===== src/rtl/rhp_pkg.sv =====
package rhp_pkg;
  localparam int REG_W  = 16;
  localparam int B_CONN = 0;
  localparam int B_CSC  = 1;
  localparam int B_EN   = 2;
  localparam int B_ENC  = 3;
  localparam int B_RSM  = 6;
  localparam int B_LS   = 8;
  localparam int B_RST  = 9;
  localparam int B_SUSP = 12;
  localparam int NFLAG  = 2;

  function automatic logic [REG_W-1:0] defined_mask();
    logic [REG_W-1:0] m;
    m = '0;
    m[B_CONN] = 1'b1; m[B_CSC] = 1'b1; m[B_EN] = 1'b1; m[B_ENC] = 1'b1;
    m[B_RSM]  = 1'b1; m[B_LS]  = 1'b1; m[B_RST] = 1'b1; m[B_SUSP] = 1'b1;
    return m;
  endfunction

  localparam logic [REG_W-1:0] DEF_MASK = defined_mask();

  typedef struct packed {
    logic conn;
    logic ls;
    logic rsm;
    logic conn_chg;
    logic disc;
  } line_t;
endpackage


===== src/rtl/rhp_line_sample.sv =====
module rhp_line_sample
  import rhp_pkg::*;
(
  input  logic  clk,
  input  logic  rst_n,
  input  logic  dev_present,
  input  logic  dev_lowspeed,
  input  logic  resume_seen,
  output line_t line_o
);
  logic conn_q, ls_q, rsm_q;

  always_ff @(posedge clk) begin
    if (!rst_n) begin
      conn_q <= 1'b0;
      ls_q   <= 1'b0;
      rsm_q  <= 1'b0;
    end else begin
      conn_q <= dev_present;
      ls_q   <= dev_lowspeed;
      rsm_q  <= resume_seen;
    end
  end

  always_comb begin
    line_o.conn     = conn_q;
    line_o.ls       = ls_q;
    line_o.rsm      = rsm_q;
    line_o.conn_chg = dev_present ^ conn_q;
    line_o.disc     = conn_q & ~dev_present;
  end
endmodule


===== src/rtl/rhp_w1c_flag.sv =====
module rhp_w1c_flag (
  input  logic clk,
  input  logic rst_n,
  input  logic set_i,
  input  logic clr_i,
  output logic flag_o
);
  always_ff @(posedge clk) begin
    if (!rst_n)     flag_o <= 1'b0;
    else if (set_i) flag_o <= 1'b1;
    else if (clr_i) flag_o <= 1'b0;
  end
endmodule


===== src/rtl/rhp_port_state.sv =====
module rhp_port_state
  import rhp_pkg::*;
(
  input  logic             clk,
  input  logic             rst_n,
  input  logic             wr_en,
  input  logic [REG_W-1:0] wdata,
  input  logic             disc,
  input  logic             fault,
  input  logic             global_susp,
  output logic             en_o,
  output logic             rst_o,
  output logic             susp_o,
  output logic             en_lost_o
);
  logic hw_off;

  assign hw_off    = rst_o | (wr_en & wdata[B_RST]) | fault | disc;
  assign en_lost_o = en_o & disc;

  always_ff @(posedge clk) begin
    if (!rst_n) begin
      en_o   <= 1'b0;
      rst_o  <= 1'b0;
      susp_o <= 1'b0;
    end else begin
      if (hw_off)     en_o <= 1'b0;
      else if (wr_en) en_o <= wdata[B_EN];
      if (wr_en) begin
        rst_o <= wdata[B_RST];
        if (!(wdata[B_SUSP] && global_susp)) susp_o <= wdata[B_SUSP];
      end
    end
  end
endmodule


===== src/rtl/rhp_port_ctl.sv =====
module rhp_port_ctl
  import rhp_pkg::*;
(
  input  logic             clk,
  input  logic             rst_n,
  input  logic             reg_wr,
  input  logic [REG_W-1:0] reg_wdata,
  output logic [REG_W-1:0] reg_rdata,
  input  logic             dev_present,
  input  logic             dev_lowspeed,
  input  logic             resume_seen,
  input  logic             port_fault,
  input  logic             global_susp,
  output logic             drv_reset,
  output logic             drv_suspend
);
  localparam int FLAG_POS [NFLAG] = '{B_CSC, B_ENC};

  line_t            line;
  logic             en, rst_bit, susp, en_lost;
  logic [NFLAG-1:0] flag_set, flag_q;

  rhp_line_sample u_line (
    .clk(clk), .rst_n(rst_n), .dev_present(dev_present),
    .dev_lowspeed(dev_lowspeed), .resume_seen(resume_seen), .line_o(line)
  );

  rhp_port_state u_state (
    .clk(clk), .rst_n(rst_n), .wr_en(reg_wr), .wdata(reg_wdata),
    .disc(line.disc), .fault(port_fault), .global_susp(global_susp),
    .en_o(en), .rst_o(rst_bit), .susp_o(susp), .en_lost_o(en_lost)
  );

  assign flag_set = {en_lost, line.conn_chg};

  for (genvar g = 0; g < NFLAG; g++) begin : g_flag
    rhp_w1c_flag u_flag (
      .clk(clk), .rst_n(rst_n), .set_i(flag_set[g]),
      .clr_i(reg_wr & reg_wdata[FLAG_POS[g]]), .flag_o(flag_q[g])
    );
  end

  always_comb begin
    reg_rdata                 = '0;
    reg_rdata[B_CONN]         = line.conn;
    reg_rdata[B_EN]           = en;
    reg_rdata[B_RSM]          = line.rsm;
    reg_rdata[B_LS]           = line.ls;
    reg_rdata[B_RST]          = rst_bit;
    reg_rdata[B_SUSP]         = susp;
    for (int i = 0; i < NFLAG; i++) reg_rdata[FLAG_POS[i]] = flag_q[i];
  end

  assign drv_reset   = rst_bit;
  assign drv_suspend = susp;
endmodule


===== config.mk =====
export PLATFORM = sky130hd
export DESIGN_NAME = rhp_port_ctl
export DESIGN_NICKNAME = d
export VERILOG_FILES = /design/src/rtl/rhp_pkg.sv /design/src/rtl/rhp_line_sample.sv /design/src/rtl/rhp_w1c_flag.sv /design/src/rtl/rhp_port_state.sv /design/src/rtl/rhp_port_ctl.sv
export SDC_FILE = /design/constraint.sdc
export NUM_CORES = 1
export LEC_CHECK = 0
export BUFFER_PORTS_ARGS = -buffer_cell sky130_fd_sc_hd__buf_2
export CAP_MARGIN = 20
export CORE_AREA = 2 2 41 43
export CTS_CLUSTER_SIZE = 40
export DETAILED_ROUTE_END_ITERATION = 10
export DIE_AREA = 0 0 43 45
export PLACE_DENSITY = 0.69
export SLEW_MARGIN = 20
export SYNTH_ARGS = -nofsm -noshare
export SYNTH_HDL_FRONTEND = slang
export SYNTH_SLANG_ARGS = --single-unit

===== constraint.sdc =====
create_clock -name clk -period 1.05 [get_ports clk]
set_input_delay 0.21 -clock clk [delete_from_list [all_inputs] [get_ports clk]]
set_output_delay 0.21 -clock clk [all_outputs]
set_load 0.02 [all_outputs]

**After elaboration in Yosys (flattened, before gate mapping)**

Index checks and enable logic that the tools add are counted.

- Bits in registers: 8
- Bits in writable memories: 0
- Memory bits (read-only): 0
- Word-level logic and storage cells: 29
- Memories kept: 0
- Bits in latches: 0
- Output and inout port bits: 18

- Bitwise logic cells: 12
- Multiply operators: 0
- Add/sub/neg operators: 0
- Shift operators: 0
- Order comparisons: 0
- Divide/modulo/power cells: 0
- Equality and inequality tests: 0
- Reduce and logical (&&, ||, !) cells: 5
- Multiplexer cells: 4

Operators by type and width:

| kind | count |
|---|---|
| bitwise AND 1 bit | 5 |
| 2-to-1 mux 1 bit | 4 |
| nonzero test 2 bit | 2 |
| NOT 1 bit | 3 |
| OR 1 bit | 3 |
| AND reduction 2 bit | 1 |
| OR reduction 2 bit | 1 |
| logical AND 1 bit | 1 |
| XOR 1 bit | 1 |

**Logic depth before layout (Yosys ltp)**

Gate-level depths: netlist (run 1).

- Word-level depth: 5
- Depth in mapped cells: 4
- Mapped depth without buffers: 4

**Modules after synthesis**

A second synthesis (run 1) with hierarchy kept.

- Cell total of the unflattened synthesis: 45
- Area, all modules: 442.9 sq um

Modules (own cells, without submodules):

| module | sequential area each (sq um) | cells an instance | times used | area an instance (sq um) |
|---|---|---|---|---|
| rhp_port_state | 60.1 | 13 | 1 | 140.1 |
| rhp_line_sample | 60.1 | 12 | 1 | 121.4 |
| rhp_port_ctl | 0.0 | 14 | 1 | 98.8 |
| rhp_w1c_flag | 20.0 | 3 | 2 | 41.3 |

**Worst setup path after synthesis (run 1)**

No wires, ideal clock.

- Kind: register -> register
- Start point: register u_line.conn_q
- End point: register u_state.en_o
- Arrival: 1.036 ns
- Path slack: -0.052 ns
- Data required time: 0.984 ns
- Path buffers: 0
- Cell stages (with the launch flop): 4
- Period minus slack after synthesis: 1.102 ns
- Cells stage by stage: dfxtp_1 ha_1 or4b_1 a21oi_2

- Word-level cells in the longest chain between the ends: 3

RTL lines:

| what | line | source |
|---|---|---|
| from (decl) | rhp_line_sample.sv:11 | `logic conn_q, ls_q, rsm_q;` |
| from (signal assigned) | rhp_line_sample.sv:19 | `conn_q <= dev_present;` |
| bitwise AND 1 bit | rhp_line_sample.sv:30 | `line_o.disc = conn_q & ~dev_present;` |
| OR 1 bit | rhp_port_state.sv:18 | `assign hw_off = rst_o \| (wr_en & wdata[B_RST]) \| fault \| disc;` |
| OR reduction 2 bit (no line) | n/a |  |
| to (signal assigned) | rhp_port_state.sv:28 | `else if (wr_en) en_o <= wdata[B_EN];` |
| to (decl) | rhp_port_state.sv:11 | `output logic en_o,` |

Every way passes these cells.
A chain may end at the register's enable or synchronous reset.

**Worst setup path after layout (run 1)**

Same ends and word-level chain as after synthesis.

==> results_dict.tcl, run 1 <==
set metrics [dict create \
    status "finished with violations" \
    violations "negative setup slack" \
    start_util_pct 28.7 \
    path_clk_slew_ns 0.05 \
    antenna-diode-count 0 \
    cp-end-kind "register" \
    grt-ovfl-total 0 \
    fillers 171 \
    p_leak_nw 0.281 \
    synth_seq_area_share_pct 38.0 \
    cp.arrival_ns 1.31 \
    vias_per_cell 3.87 \
    synth-seq-cells 8 \
    grt_pass1_vias 288 \
    synth_top_cell_area_share_pct 38.0 \
    holdCritPathClass "in2reg" \
    finClkSkew_ns 0.00406 \
    power.internal_mw 0.512 \
    rows 14 \
    hold_viol 0 \
    post-route-period-util_pct 107 \
    first_iter_violations 0 \
    grt_max_degree 8 \
    drcViolationCount 0 \
    drtAntennaViolNets 0 \
    ios 42 \
    grt_pass1_wl_um 1070 \
    switching_share_pct 27.3 \
    dieArea_um2 1940 \
    setup_violations 1 \
    areaGrowthSynthToFinish_pct 25.8 \
    vias 306 \
    cts_tree "yes" \
    cts.sink_count 8 \
    final.min_clock_period_ns 1.12 \
    first_pass_iters 1 \
    synth_common_cells "buf_4, dfxtp_1, inv_1" \
    portBuffers 22 \
    dp.final_hpwl_um 633 \
    ys.warnings.count 0 \
    power.share.combinational_pct 20.6 \
    clk_latency_ns 0.25 \
    async_flop_share_pct 0 \
    routed_wl_um 764 \
    place.gp.congestion 0.637 \
    netSwitchingPower_mw 0.192 \
    synth_cell_type_count 17 \
    clock.fmax_mhz 889 \
    worstPathRequired_ns 1.24 \
    cts-root-buf "clkbuf_4" \
    drv_cap 0 \
    pwr_density_cell_nw_per_um2 1330 \
    yosys.area.top_type "dfxtp_1" \
    wl_per_cell_um 9.67 \
    synth_edf_count 0 \
    clock_power_share_pct 32.8 \
    cts_max_path_buffers 2 \
    post-place-ws_ns -0.137 \
    maxSlewViolCount 0 \
    final_util_pct 36.1 \
    die_height_um 45 \
    cts_buffers 3 \
    synthesis.instances 45 \
    synth.most_common_cell "buf_4" \
    core-area_um2 1470 \
    htree_levels 1 \
    ir_drop_v 0.000500 \
    grt_setup_unrepaired "yes" \
    crit_path_start_kind "register" \
    synth_area_leaders "dfxtp_1, buf_4, a21bo_2, and2_1, ha_1" \
    ys.flop_type "dfxtp_1" \
    die_w_um 43 \
    grtUsageTotal_pct 8.00 \
    layout-drive-gt1-share_pct 55.6 \
    final_nets 90 \
    antenna_found_initial 0 \
    synth_area_um2 422 \
    postCtsSetupBuffers 0 \
    crit_type "reg2reg" \
    path_max_fanout 2 \
    seqPwrFrac_pct 46.6 \
    fin_ws_ns -0.0746 \
    avgSynthCellArea_um2 9.37 \
]
## per-stage QoR
step           std cells  hold slack, ns  TNS (ns)  power (mW)  area [um^2]
2_1_floorplan         52           0.332   -0.0524       0.452          448
3_3_place_gp          76           0.422    -0.143       0.462          473
3_5_place_dp          76           0.422    -0.137       0.465          473
4_1_cts               79           0.154    -0.106       0.715          508
5_1_grt               79           0.158    -0.106       0.749          531
6_report              79           0.167   -0.0746       0.704          531
## registers in the layout (all words and copies together), names as in the netlist
signal                flops
u_state.rst_o             1
u_state.susp_o            1
u_line.rsm_q              1
u_line.ls_q               1
u_state.en_o              1
u_line.conn_q             1
g_flag.u_flag.flag_o      2
## path summary, 6_finish.rpt
kind | from | endpoint | slack [ns] | cells past startpoint
setup / recovery | u_line.conn_q | u_state.en_o | -0.07 | 3
hold / removal | resume_seen | u_line.rsm_q | 0.17 | 2
setup reg to reg | u_line.conn_q | u_state.en_o | -0.07 | 3
hold reg to reg | u_state.en_o | g_flag[1].u_flag.flag_o | 0.48 | 2
## cells in the final DEF, fill, tap and decap left out, types with 2 or more instances in the layout
cell type and instances:
a21bo_2 2, a21oi_1 2, and2_1 2, buf_2 20, buf_6 3, clkbuf_4 3
conb_1 8, dfxtp_1 6, dfxtp_2 2, inv_1 3, nor2_1 2
## cell families (layout without fill, tap and decap cells)
| logic type | Yosys count | after routing | share of synthesized area, % |
|---|---|---|---|
| mux | 1 | 1 | 2.37 |
| fa+ha+maj | 1 | 1 | 2.97 |
| other cells | 1 | 8 | 0.889 |
| flops | 8 | 8 | 38.0 |
| compound gates | 6 | 6 | 11.9 |
| simple gates | 9 | 9 | 12.8 |
| buf+inv | 19 | 30 | 31.2 |
## routing by layer
layer | vias to the layer above | wire [um] | track usage (%)
met1 | 136 | 258 | 7.11
met3 | 0 | 77 | 3.60
li1 | 159 | - | -
met2 | 11 | 428 | 13.6
met4 | 0 | 0 | 7.27
met5 | - | 0 | 0
## cell type report
class                           count  area (um^2)  share of cell area [%]
Clock buffer                        3         22.5                    4.25
Tap cell                           16         20.0                    3.77
Multi-Input combinational cell     25          173                    32.5
Timing Repair Buffer               24          141                    26.7
Inverter                            3         11.3                    2.12
Sequential cell                     8          163                    30.7
## timing repair
| item | 4_1_cts | 5_1_grt |
|---|---|---|
| hold buffers | 0 | 0 |
| setup endpoints to repair | 3 | 3 |
| pin swaps | 0 | 0 |
| resized for setup | 4 | 6 |
## power by group through the flow
stage	clock network, mW	registers, mW	logic (mW)
5_1_grt	0.263	0.329	0.157
3_3_place_gp	0	0.331	0.132
3_5_place_dp	0	0.332	0.133
2_1_floorplan	0	0.337	0.115
4_1_cts	0.251	0.325	0.139
6_report	0.231	0.328	0.145
## worst max-delay path: stages, from the launching register on
cell and delay (ns):
dfxtp_2 0.33, ha_4 0.15, or4b_4 0.47, a21oi_2 0.10
Note: power is estimated with default switching activity, not from simulation.
==> run 2, diff against run 1 <==
--- a/config.mk
+++ b/config.mk
@@ -5,6 +5,7 @@
 export SDC_FILE = /design/constraint.sdc
 export NUM_CORES = 1
 export LEC_CHECK = 0
+export ABC_AREA = 1
 export BUFFER_PORTS_ARGS = -buffer_cell sky130_fd_sc_hd__buf_2
 export CAP_MARGIN = 20
 export CORE_AREA = 2 2 41 43
==> results_dict.tcl, run 2 <==
set metrics [dict create \
    status "finished clean" \
    crit_path_start_kind "register" \
    cp_slowest_cell "dfxtp_1" \
    finClkSkew_ns 0.00107 \
    final_common_cell "buf_2" \
    r2r.worst_path.cells 4 \
    ys.flop_type "dfxtp_1" \
    htree_levels 1 \
    synth_top_cell_area_share_pct 37.8 \
    cts_tree "yes" \
    cts_buffers 3 \
    p_leak_nw 0.298 \
    final_util_pct 32.8 \
    grt-ovfl-total 0 \
    hold_end "u_line.ls_q" \
    post_dp_cell_area_um2 460 \
    dieArea_um2 1940 \
    portBuffers 22 \
    cts_max_path_buffers 2 \
    grt_max_degree 7 \
    grt_setup_unrepaired "yes" \
    place.gp.congestion 0.701 \
    synth_seq_area_share_pct 37.8 \
    drtAntennaViolNets 0 \
    r2r-start "u_line.conn_q" \
    r2r-end "u_state.en_o" \
    cp-end-kind "output port" \
    antenna-diode-count 0 \
    top_register "g_flag.u_flag.flag_o" \
    crit_path_start "u_state.rst_o" \
    hold_path_depth 3 \
    final_cell_mix "buf_2, nand2_1, inv_1, conb_1, dfxtp_1" \
    ir_drop_v 0.000417 \
    drv_cap 0 \
    synth_edf_count 0 \
    synth_area_leaders "dfxtp_1, buf_4, nand2_1, inv_1, nor2_1" \
    setup_violations 0 \
    synth.most_common_cell "buf_4" \
    post-place-ws_ns 0.200 \
    start_util_pct 28.8 \
    pwr_density_cell_nw_per_um2 1430 \
    core-area_um2 1470 \
    areaGrowthSynthToFinish_pct 13.9 \
    die_w_um 43 \
    path_delay_family "flip-flops" \
    grtUsageTotal_pct 8.75 \
    avgSynthCellArea_um2 7.31 \
    holdCritPathClass "in2reg" \
    first_pass_iters 2 \
    routed_wl_um 732 \
    wl_per_cell_um 8.13 \
    maxSlewViolCount 0 \
    largest_register_ffs 2 \
    hp-start "dev_lowspeed" \
    antenna_found_initial 0 \
    worstPathBufferInverterCount 1 \
    r2r_slack_ns 0.24 \
    yosys.area.top_type "dfxtp_1" \
    holdWs_ns 0.141 \
    synth_area_um2 424 \
    ys.warnings.count 0 \
    vias_per_cell 3.69 \
    finalInstanceArea_um2 483 \
    vias 332 \
    first_iter_violations 3 \
    synth_common_cells "buf_4, nand2_1, dfxtp_1, inv_1, nor2_1" \
    worstPathRequired_ns 0.84 \
    p_total_mw 0.692 \
    final_nets 101 \
    ios 42 \
    async_flop_share_pct 0 \
    path_max_fanout 4 \
    synth_cell_type_count 11 \
    cts.sink_count 8 \
    synth-seq-cells 8 \
    cts-root-buf "clkbuf_4" \
    fin_ws_ns 0.0494 \
    drcViolationCount 0 \
    layout-drive-gt1-share_pct 35.1 \
    hold_viol 0 \
    rows 14 \
    cp.arrival_ns 0.79 \
    post-route-period-util_pct 95.3 \
    clk_latency_ns 0.25 \
    die_height_um 45 \
    grt_pass1_vias 279 \
    crit_type "reg2out" \
    dp.final_hpwl_um 575 \
    cp_slowest_stage_delay_ns 0.36 \
    critical_path.cell_chain "buf_2" \
    synthesis.instances 58 \
    final.min_clock_period_ns 1.00 \
    clock.fmax_mhz 999 \
    path_clk_slew_ns 0.06 \
    grt_pass1_wl_um 1120 \
]
[run 2: changes by cell type in the layout (fill, tap and decap cells not counted), moves of 3 or more]
cell,change
inv_1,+5
nor2_1,+3
buf_6,-3
nand2_1,+11
[run 2: through the flow]
stage / setup TNS, ns / std cells
6_report: 0 / 90
5_1_grt: -0.00985 / 90
4_1_cts: 0 / 90
3_5_place_dp: 0 / 87
3_3_place_gp: 0 / 87
2_1_floorplan: 0 / 65
[run 2: repair_timing]
action,in CTS,in global routing
buffers inserted,0,0
gates resized for setup,0,0
setup endpoints to repair,0,2
hold buffers,0,0
[run 2: per-layer routing]
metal | track usage (%) | routed length (um) | share of wire, % | vias up
met2 | 12.1 | 308 | 42 | 20
met5 | 0 | 0 | 0 | -
met1 | 9.78 | 330 | 45 | 132
met4 | 9.09 | 0 | 0 | 0
met3 | 3.60 | 94 | 13 | 0
li1 | - | - | - | 180
[run 2: logic make-up (layout without fill, tap and decap cells)]
kind of cell	after synthesis	in the layout	synth area share, %
buf+inv	25	34	36.3
simple gates	19	19	17.4
flops	8	8	37.8
other cells	1	8	0.884
compound gates	4	4	4.72
fa+ha+maj	1	1	2.95
[run 2: cell type report]
type,count,area (um^2)
clock buffer,3,22.5
fill,176,988
timing repair buffer,22,110
multi-input combinational,32,136
inverter,9,33.8
sequential,8,160
tap,16,20.0
[run 2: how the worst max path moves through the flow]
| stage | to | slack [ns] | depth (start not counted) |
|---|---|---|---|
| after global placement | u_state.en_o | 0.22 | 6 |
| after CTS | reg_rdata[9] | 0.03 | 1 |
| final | reg_rdata[9] | 0.05 | 1 |
| after floorplan | reg_rdata[9] | 0.20 | 1 |
| after detailed placement | u_state.en_o | 0.20 | 6 |
| after global routing | reg_rdata[9] | -0.007 | 1 |
[run 2: report_power, final]
group	internal, mW	leakage, nW	switching (mW)	total (mW)
logic	0.0430	0.218	0.0858	0.129
clock network	0.131	0.0138	0.106	0.237
registers	0.319	0.0660	0.00715	0.326
total	0.493	0.298	0.199	0.692
[run 2: tightest hold or removal path: stages]
cell,delay [ns]
buf_2,0.07
nand2_1,0.04
inv_1,0.04
